--- config.mk ---
export PLATFORM = sky130hd
export DESIGN_NAME = adpcm_table_decoder
export DESIGN_NICKNAME = d
export VERILOG_FILES = /design/src/rtl/adpcm_dec_pkg.sv /design/src/rtl/adpcm_delta_rom.sv /design/src/rtl/adpcm_index_step.sv /design/src/rtl/adpcm_table_decoder.sv
export SDC_FILE = /design/constraint.sdc
export NUM_CORES = 1
export LEC_CHECK = 0
export CAP_MARGIN = 10
export CORE_MARGIN = 5
export CORE_UTILIZATION = 43
export DETAILED_ROUTE_END_ITERATION = 10
export HOLD_SLACK_MARGIN = 0.02
export PLACE_DENSITY = 0.73
export SLEW_MARGIN = 20
export SYNTH_ARGS = -nofsm -noshare
export SYNTH_HDL_FRONTEND = slang
export SYNTH_HIERARCHICAL = 1
export SYNTH_SLANG_ARGS = --single-unit
--- constraint.sdc ---
create_clock -name clk -period 0.8 [get_ports clk]
set_input_delay 0.24 -clock clk [delete_from_list [all_inputs] [get_ports clk]]
set_output_delay 0.24 -clock clk [all_outputs]
set_load 0.005 [all_outputs]
--- src/rtl/adpcm_dec_pkg.sv ---
package adpcm_dec_pkg;

  localparam int CODE_W     = 4;
  localparam int INDEX_W    = 4;
  localparam int NUM_ROWS   = 16;
  localparam int MAG_LEVELS = 8;
  localparam int DELTA_W    = 8;
  localparam int WEIGHT_ONE = 256;

  // Delta row at the smallest step index.
  function automatic int anchor_low(input int mag);
    case (mag)
      0: return 0;   1: return 0;   2: return 1;   3: return 2;
      4: return 3;   5: return 5;   6: return 7;   default: return 10;
    endcase
  endfunction

  // Delta row at the largest step index.
  function automatic int anchor_high(input int mag);
    case (mag)
      0: return 6;   1: return 20;  2: return 36;  3: return 54;
      4: return 76;  5: return 104; 6: return 144; default: return 214;
    endcase
  endfunction

  // Convex blend weight per row; Q8, 0 at row 0 and 256 at row 15.
  function automatic int row_weight(input int row);
    case (row)
      0:  return 0;   1:  return 3;   2:  return 7;   3:  return 12;
      4:  return 18;  5:  return 25;  6:  return 33;  7:  return 43;
      8:  return 55;  9:  return 69;  10: return 86;  11: return 107;
      12: return 132; 13: return 162; 14: return 201; default: return 256;
    endcase
  endfunction

  function automatic int row_delta(input int row, input int mag);
    int w;
    w = row_weight(row);
    return (anchor_low(mag) * (WEIGHT_ONE - w) + anchor_high(mag) * w
            + WEIGHT_ONE / 2) / WEIGHT_ONE;
  endfunction

  function automatic int index_adjust(input int mag);
    case (mag)
      0, 1:    return -1;
      2, 3:    return 0;
      4:       return 1;
      5, 6:    return 2;
      default: return 3;
    endcase
  endfunction

endpackage

--- src/rtl/adpcm_delta_rom.sv ---
module adpcm_delta_rom
  import adpcm_dec_pkg::*;
#(
  parameter int ROWS   = NUM_ROWS,
  parameter int LEVELS = MAG_LEVELS,
  parameter int DW     = DELTA_W
) (
  input  logic [$clog2(ROWS)-1:0]   row_sel,
  input  logic [$clog2(LEVELS)-1:0] mag_sel,
  output logic [DW-1:0]             delta
);

  localparam int RW      = $clog2(ROWS);
  localparam int MW      = $clog2(LEVELS);
  localparam int ENTRIES = ROWS * LEVELS;

  logic [DW-1:0] table_q [ENTRIES];

  // Table contents are computed at elaboration from the two anchor rows.
  for (genvar r = 0; r < ROWS; r++) begin : g_row
    for (genvar m = 0; m < LEVELS; m++) begin : g_mag
      assign table_q[r*LEVELS + m] = DW'(row_delta(r, m));
    end
  end

  assign delta = table_q[{row_sel, mag_sel}];

endmodule

--- src/rtl/adpcm_index_step.sv ---
module adpcm_index_step
  import adpcm_dec_pkg::*;
#(
  parameter int IW = INDEX_W,
  parameter int MW = 3
) (
  input  logic [IW-1:0] idx_cur,
  input  logic [MW-1:0] mag,
  output logic [IW-1:0] idx_next
);

  localparam int IDX_MAX = (1 << IW) - 1;

  int sum;

  always_comb begin
    sum = int'(idx_cur) + index_adjust(int'(mag));
    if (sum < 0)
      idx_next = '0;
    else if (sum > IDX_MAX)
      idx_next = IW'(IDX_MAX);
    else
      idx_next = IW'(sum);
  end

endmodule

--- src/rtl/adpcm_table_decoder.sv ---
module adpcm_table_decoder
  import adpcm_dec_pkg::*;
#(
  parameter int ACC_W     = 16,
  parameter int OUT_W     = 16,
  parameter int OUT_SHIFT = 7
) (
  input  logic              clk,
  input  logic              rst_n,
  input  logic              code_valid,
  input  logic [CODE_W-1:0] code,
  input  logic              clear,
  output logic [OUT_W-1:0]  sample_out
);

  localparam int MAG_W    = CODE_W - 1;
  localparam int SCALED_W = ACC_W + OUT_SHIFT;

  // Reset synchronizer: assert asynchronously, release on the clock.
  logic rst_meta_q, rst_ok_q;

  always_ff @(posedge clk or negedge rst_n) begin
    if (!rst_n) begin
      rst_meta_q <= 1'b0;
      rst_ok_q   <= 1'b0;
    end else begin
      rst_meta_q <= 1'b1;
      rst_ok_q   <= rst_meta_q;
    end
  end

  logic [ACC_W-1:0]   acc_q, acc_nxt;
  logic [INDEX_W-1:0] idx_q, idx_nxt, idx_stepped;
  logic [DELTA_W-1:0] delta;
  logic [ACC_W-1:0]   delta_ext;
  logic [MAG_W-1:0]   mag;
  logic               sign_neg;
  logic               state_en;

  assign mag      = code[MAG_W-1:0];
  assign sign_neg = code[CODE_W-1];

  adpcm_delta_rom #(
    .ROWS  (NUM_ROWS),
    .LEVELS(MAG_LEVELS),
    .DW    (DELTA_W)
  ) u_rom (
    .row_sel(idx_q),
    .mag_sel(mag),
    .delta  (delta)
  );

  adpcm_index_step #(
    .IW(INDEX_W),
    .MW(MAG_W)
  ) u_step (
    .idx_cur (idx_q),
    .mag     (mag),
    .idx_next(idx_stepped)
  );

  assign delta_ext = ACC_W'(delta);
  assign state_en  = clear | code_valid;

  // Next-state logic; clear has priority over a strobe.
  always_comb begin
    acc_nxt = acc_q;
    idx_nxt = idx_q;
    if (clear) begin
      acc_nxt = '0;
      idx_nxt = '0;
    end else if (code_valid) begin
      acc_nxt = sign_neg ? (acc_q - delta_ext) : (acc_q + delta_ext);
      idx_nxt = idx_stepped;
    end
  end

  always_ff @(posedge clk or negedge rst_ok_q) begin
    if (!rst_ok_q) begin
      acc_q <= '0;
      idx_q <= '0;
    end else if (state_en) begin
      acc_q <= acc_nxt;
      idx_q <= idx_nxt;
    end
  end

  logic [SCALED_W-1:0] scaled;
  assign scaled     = {acc_q, {OUT_SHIFT{1'b0}}};
  assign sample_out = scaled[OUT_W-1:0];

  // Clear zeroes both state registers.
  assert_clear_zero_R7: assert property (@(posedge clk) disable iff (!rst_ok_q)
    clear |=> (acc_q == '0) && (idx_q == '0));

  // Idle cycles keep state.
  assert_idle_hold_R10: assert property (@(posedge clk) disable iff (!rst_ok_q)
    (!clear && !code_valid) |=> ($stable(acc_q) && $stable(idx_q)));

  // Magnitudes 2 and 3 leave the index unchanged.
  assert_idx_flat_R4: assert property (@(posedge clk) disable iff (!rst_ok_q)
    (code_valid && !clear && (mag == 3'd2 || mag == 3'd3)) |=> $stable(idx_q));

  // Index saturates at the top.
  assert_idx_top_R5: assert property (@(posedge clk) disable iff (!rst_ok_q)
    (code_valid && !clear && idx_q == 4'd15 && mag >= 3'd4) |=> (idx_q == 4'd15));

  // Index saturates at the bottom.
  assert_idx_bottom_R5: assert property (@(posedge clk) disable iff (!rst_ok_q)
    (code_valid && !clear && idx_q == 4'd0 && mag <= 3'd1) |=> (idx_q == 4'd0));

  // Magnitude 0 at row 0 carries a zero delta, old index used.
  assert_row0_zero_R6: assert property (@(posedge clk) disable iff (!rst_ok_q)
    (code_valid && !clear && idx_q == 4'd0 && mag == 3'd0) |=> $stable(acc_q));

endmodule

==> impl_results.md, run 1 <==
- N_diodes: 0
- Cts bufs inserted: 3
- I/O Pins: 24
- Initial antenna violation count: 0
- Most frequent cell after synthesis: nor2_1
- Reg2reg start: idx_q[1]
- GRT Total Usage: 24.9%
- First-pass GRT wire length: 17600 um
- Root Buffer: clkbuf_8
- Fin. max-slew vios: 0
- Pin count of the biggest net entering global routing: 22
- Critical Path Fanout Max: 9
- Final-report hold violation count: 0
- CTS Sinks: 15
- Fin crit period: 3.80 ns
- Reg2reg setup slack: -3.00 ns
- Via count: 4123
- Instance count of the mapped netlist: 384
- Compound-gate portion of the synthesized area: 29.7%
- H-tree Lvls: 1
- Synth top cells by count: 36 x nor2_1, 34 x ha_1, 26 x nand2_1
- M1 GR Usage: 31.9%
- Worst hold path type: reg2async
- Leakage: 2.32 nW
- Post-synthesis mux area share: 7.07%
- Post-synthesis simple-gate area fraction: 21.8%
- Crit path DAT: 3.94 ns
- EDFF count, synth: 0
- Synth async-reset ratio: 100%
- Layout area overhead: 79.3%
- Crit. End Element: flop
- Clk_skew: 0.00305 ns
- Chip height: 93.6 um
- Setup WS post-layout: -3.00 ns
- XOR/XNOR share of the synthesized area: 3.50%
- DR iter-0 viols: 521
- Hpwl dp: 7900 um
- Main combinational cell family by area after synthesis: compound AO/OA/AOI/OAI gates
- Die Area: 8760 um2
- Critical path class: reg2reg
- Layout Nets: 587
- Outcome: finished with violations
- Post-Synthesis Cell Area: 3010 um2
- WL per Instance: 22.9 um
- Vias per cell: 6.46
- Drt first pass iters: 5
- Count of cell types in the netlist: 70
- WL final: 14600 um
- Final ANT Viol Nets: 0
- RSZ-0062 raised after global routing: yes
- Sequential area share after synthesis: 12.5%
- Adder-Cell Fraction of Synth Area: 15.5%
- Area leader, netlist: ha_1
- Clock Tree Buf Depth: 2
- CP Launch Type: flop
- CP max stage delay: 0.50 ns
- Hold slack: 0.0881 ns
- DRC: 0
- Port bufs: 16
- Synth Register Bits: 15
- Pwr/cell area: 1680 nW/um2
- CP max stage cell: dfrtp_2
- Crit path launch: idx_q[1]
- Post-synth top flop: dfrtp_1
- Grt ovf: 0
- Global Route met3 Usage: 2.90%
- Max-cap violations: 0
- Endpoints failing setup: 22
- Failing checks: setup timing
- Syn. warnings: 6
- Crit path to: acc_q[8]
- Mean post-synth cell area: 7.83 um2
- Final Util: 79.4%
- Clk Latency, worst-skew pair: 0.26 ns
- TritonCTS clock tree: yes
- Final Cycle Share: 475%
- Cells along the critical path: buf_8, buf_12, a311oi_1, o21ai_0, o32ai_2, nor3_2, buf_4, nor4_4, a21oi_2, xnor2_1, ha_1, a21oi_2, o211ai_1, a21o_1, a21boi_2, mux2_4
- Main area contributors after synthesis: ha_1 14%, dfrtp_1 12%, nor2_1 4.5%, mux2i_1 4.3%, a21oi_1 3.7%
- Top Usage Layer GRT: met2
- FP Rows: 30
- Worst-path clk slew: 0.07 ns
- Placeable Area: 6790 um2
- Reg2reg end: acc_q[8]
- Vias in the first global route: 3641
- Initial core utilization: 44.3%
- Global placement routability congestion: 0.965
- Most used cell along the critical path: a21oi_2
- Worst r2r path cells: 16
- Post-synth top area share: 14.1%
- Maximum clock frequency: 0.263 GHz
- GR Layer Usage met2: 42.8%
- CP required: 0.94 ns
- Share of post-route cells with drive strength above 1: 56.1%
- Die X: 93.6 um
- Maximum VDD drop: 0.00102 V
[area by class of cell]
class / instances / area (um2)
multi-input combinational: 322 / 3110
sequential: 15 / 379
timing repair buffer: 184 / 1650
fill: 372 / 1400
tap: 96 / 120
clock inverter: 1 / 7.51
inverter: 17 / 78.8
clock buffer: 3 / 41.3
[registers in the layout, indices dropped and copies added, names as in the netlist]
name and flops:
acc_q 9, idx_q 4, rst_meta_q 1, rst_ok_q 1
[power breakdown]
| group | internal (mW) | total (mW) | switching (mW) |
|---|---|---|---|
| sequential | 0.924 | 1.13 | 0.206 |
| combinational | 3.79 | 7.25 | 3.46 |
| clock | 0.351 | 0.681 | 0.330 |
| total | 5.06 | 9.07 | 4.00 |
[through the flow]
stage / area (um2) / cells / total power, mW / setup TNS, ns / worst slack (ns)
3_3_place_gp: 4340 / 601 / 5.98 / -41.67 / -3.35
4_1_cts: 4780 / 623 / 7.49 / -33.61 / -2.85
5_1_grt: 5390 / 638 / 9.43 / -36.99 / -3.13
2_1_floorplan: 3280 / 390 / 3.94 / -27.07 / -2.77
6_report: 5390 / 638 / 9.07 / -35.58 / -3.00
3_5_place_dp: 4340 / 601 / 6.11 / -42.66 / -3.41
[logic make-up after synthesis]
logic type      Yosys count
mux                      19
buf+inv                  53
other cells               2
flops                    15
simple gates            125
compound gates          122
xor+xnor                 12
fa+ha+maj                36
[cells in the final DEF (no fill, tap or decap), drive strengths merged, types with 3 or more instances in the layout]
master	Yosys	layout
nor3	13	13
nor2b	8	8
o221ai	3	3
buf	29	177
clkbuf	7	6
o21bai	3	3
o21a	5	5
a211o	4	4
o21ai	20	20
mux2	5	5
a211oi	16	16
or3	3	3
nand3	7	7
inv	17	17
xnor2	10	10
o31ai	5	5
nor2	37	37
ha	34	34
a2111oi	3	3
nand2b	10	10
a31oi	4	4
clkdlybuf4s50	0	4
nand2	26	26
dfrtp	15	15
nor3b	7	7
nor4b	5	5
o211ai	12	12
conb	2	8
mux2i	13	13
a21o	4	4
a311oi	4	4
a21oi	23	23
[critical path: cells and delay by family (launching register included)]
family | cells | cell delay (ns)
adder cells (fa/ha/maj) | 1 | 0.31
AND/OR/NAND/NOR | 2 | 0.43
multiplexers | 1 | 0.33
XOR/XNOR | 1 | 0.22
flip-flops | 1 | 0.50
AO/OA/AOI/OAI | 8 | 1.40
buffers and inverters | 3 | 0.48
[metal layers]
layer	wire, um	share of wire [%]	vias to the layer above
met2	6960	48	347
li1	-	-	1727
met3	1420	9.7	107
met1	5410	37	1942
met4	806	5.5	0
met5	0	0	-
[how the worst min path moves through the flow]
stage | startpoint | endpoint | depth (start not counted)
6_report | rst_ok_q | idx_q[2] | 0
5_1_grt | rst_ok_q | idx_q[2] | 0
4_1_cts | rst_ok_q | idx_q[0] | 0
3_5_place_dp | rst_ok_q | idx_q[0] | 0
3_3_place_gp | rst_ok_q | idx_q[0] | 0
2_1_floorplan | rst_n | rst_meta_q | 0
[repair_timing]
action / in CTS / in global routing
hold buffers: 0 / 0
cloned: 0 / 2
buffers inserted: 19 / 16
gates resized for setup: 105 / 95
setup endpoints to repair: 22 / 22
pin swaps: 28 / 62
Power figures use the tool's default switching activity.
==> run 2: changes to the inputs <==
--- a/config.mk
+++ b/config.mk
@@ -9,8 +9,9 @@
 export CORE_MARGIN = 5
 export CORE_UTILIZATION = 43
 export DETAILED_ROUTE_END_ITERATION = 10
+export DONT_BUFFER_PORTS = 1
 export HOLD_SLACK_MARGIN = 0.02
-export PLACE_DENSITY = 0.73
+export PLACE_DENSITY = 0.69
 export SLEW_MARGIN = 20
 export SYNTH_ARGS = -nofsm -noshare
 export SYNTH_HDL_FRONTEND = slang
==> run 2 against run 1 <==
Effect of this change:
- the flow still finishes with violations (setup timing)
- via count down 17%
- global-route usage fell by 2.1 points
- flip-flop and latch count is the same
- first-iteration DRC count decreased by 39%
- critical path type unchanged
==> impl_results.md, run 2 (synthesis gave the netlist of run 1 again) <==
- Pin count of the biggest net entering global routing: 57 (was 22)
- Initial antenna violation count: 0 (unchanged)
- Grt ovf: 0 (unchanged)
- Fin crit period: 3.65 ns (was 3.80 ns)
- Finished Layout Cells: 580 (was 638)
- Fin. max-slew vios: 0 (unchanged)
- Max FFs per register: 9 (unchanged)
- Initial core utilization: 44.3% (unchanged)
- Endpoints failing setup: 22 (unchanged)
- Setup WS post-layout: -2.85 ns (was -3.00 ns)
- Reg2reg start: idx_q[0] (was idx_q[1])
- Maximum clock frequency: 0.274 GHz (was 0.263 GHz)
- Vias per cell: 5.93 (was 6.46)
- Registers with the most flip-flops: acc_q (9), idx_q (4) (unchanged)
- Drt first pass iters: 5 (unchanged)
- Max-cap violations: 0 (unchanged)
- Min-delay src: clear
- Global placement routability congestion: 0.906 (was 0.965)
- Maximum VDD drop: 0.00179 V (was 0.00102 V)
- DR iter-0 viols: 318 (was 521)
- WL final: 10300 um (was 14600 um)
- Final setup TNS: -32.97 ns (was -35.58 ns)
- Clk_skew: 0.00281 ns (was 0.00305 ns)
- Port bufs: 0 (was 16)
- CP required: 0.93 ns (was 0.94 ns)
- Psw: 3.11 mW (was 4.00 mW)
- Layout area overhead: 52.3% (was 79.3%)
- Worst hold path type: in2reg (was reg2async)
- Die Area: 8760 um2 (unchanged)
- H-tree Lvls: 1 (unchanged)
- Hpwl dp: 6970 um (was 7900 um)
- FF+latch area: 378 um2 (was 379 um2)
- N_diodes: 0 (unchanged)
- Pwr/cell area: 1610 nW/um2 (was 1680 nW/um2)
- First-pass GRT wire length: 16200 um (was 17600 um)
- Crit. End Element: flop (unchanged)
- Largest Register: acc_q (unchanged)
- Clk Latency, worst-skew pair: 0.25 ns (was 0.26 ns)
- GRT Total Usage: 22.7% (was 24.9%)
- Outcome: finished with violations (unchanged)
- Chip height: 93.6 um (unchanged)
- Die X: 93.6 um (unchanged)
- Post-Layout Inst Area: 4580 um2 (was 5390 um2)
- Placement Cell Area: 3990 um2 (was 4340 um2)
- Final ANT Viol Nets: 0 (unchanged)
- Leakage: 1.94 nW (was 2.32 nW)
- Clock Tree Buf Depth: 2 (unchanged)
- Via count: 3438 (was 4123)
- Crit path DAT: 3.78 ns (was 3.94 ns)
- Commonest non-fill, non-tap cell in the layout: buf_4 (unchanged)
- Crit path launch: idx_q[0] (was idx_q[1])
- Critical Path Fanout Max: 5 (was 9)
- Cts bufs inserted: 3 (unchanged)
- Pre-CTS setup slack: -2.83 ns (was -3.41 ns)
- Share of post-route cells with drive strength above 1: 43.4% (was 56.1%)
- CP Launch Type: flop (unchanged)
- Number of fill cells: 491 (was 372)
- Multi-input logic area: 2830 um2 (was 3110 um2)
- Vias in the first global route: 3342 (was 3641)
- DRC: 0 (unchanged)
- RSZ-0062 raised after global routing: yes (unchanged)
- Placed instance count: 559 (was 601)
- TritonCTS clock tree: yes (unchanged)
- Most frequent cells in the layout: 99 x buf_4, 31 x nor2_1, 26 x nand2_1 (was 131 x buf_4, 36 x buf_6, 24 x nor2_1, 24 x nand2_1, 17 x ha_1)
- I/O Pins: 24 (unchanged)
- Gate power share: 76.7% (was 80.0%)
- Share of power burned in the clock network: 8.4% (was 7.5%)
- Failing checks: setup timing (unchanged)
- WL per Instance: 17.7 um (was 22.9 um)
- CTS Sinks: 15 (unchanged)
- Root Buffer: clkbuf_8 (unchanged)
- Final Cycle Share: 456% (was 475%)
- Placeable Area: 6790 um2 (unchanged)
- Post-layout power: 7.38 mW (was 9.07 mW)
- Final-report hold violation count: 0 (unchanged)
- Worst-path clk slew: 0.06 ns (was 0.07 ns)
- Layout Nets: 529 (was 587)
- FP Rows: 30 (unchanged)
- Switching Share: 42.1% (was 44.1%)
- Register share of total power: 14.9% (was 12.5%)
- Critical path class: reg2reg (unchanged)
- Pint: 4.28 mW (was 5.06 mW)
## run 2: cell type report
class / instances / area share (%)
Tap cell: 96 / 2.62
Sequential cell: 15 / 8.25
Multi-Input combinational cell: 322 / 61.9
Clock buffer: 4 / 0.984
Inverter: 17 / 1.72
Timing Repair Buffer: 126 / 24.5
## run 2: worst max-delay path, stage by stage, from the launching register on
cell,delay [ns]
dfrtp_2,0.43
buf_6,0.14
nand2b_2,0.21
or3_1,0.40
a41oi_2,0.18
nor3_2,0.08
o221ai_2,0.27
buf_4,0.19
nor3b_4,0.05
buf_4,0.12
a21oi_1,0.21
xnor2_1,0.11
ha_1,0.21
a21oi_2,0.15
o211ai_1,0.12
a21o_1,0.18
a21boi_2,0.16
mux2_4,0.32
## run 2: worst paths after layout
check	endpoint	slack [ns]	cells after the start
min in group asynchronous	acc_q[5]	0.16	1
worst min register to register	acc_q[5]	0.16	1
worst min-delay path	acc_q[0]	0.04	1
worst max register to register	acc_q[8]	-2.85	17
worst max-delay path	acc_q[8]	-2.85	17
max in group asynchronous	rst_meta_q	0.47	1
## run 2: power by group through the flow
stage               clock [mW]  combinational [mW]  sequential [mW]
finish                   0.621                5.66             1.10
global route             0.669                6.08             1.12
CTS                      0.628                5.17             1.09
global placement             0                4.38             1.09
floorplan                    0                2.84             1.10
detailed placement           0                4.45             1.09
## run 2: metal layers
layer	GRT usage (%)	vias to the layer above	part of all wire [%]
met5	0	-	0
met4	5.78	0	2.2
met3	2.17	26	6.3
met2	39.2	155	48
met1	30.3	1638	43
li1	-	1619	-
## run 2: timing repair
| action | in CTS | in global routing |
|---|---|---|
| gates cloned | 1 | 0 |
| hold buffers | 1 | 0 |
| buffers inserted | 12 | 4 |
| endpoints found under the hold margin | 2 | 0 |
| pin swaps | 19 | 11 |
| resized for setup | 50 | 27 |
| setup endpoints to repair | 22 | 22 |
## run 2: per-stage QoR
step                utilization [%]  hold WS, ns
floorplan                         -      -0.0556
CTS                            64.8       0.0459
detailed placement             58.8      -0.0555
finish                         67.4       0.0402
global placement               58.8      -0.0555
global route                   67.4       0.0351
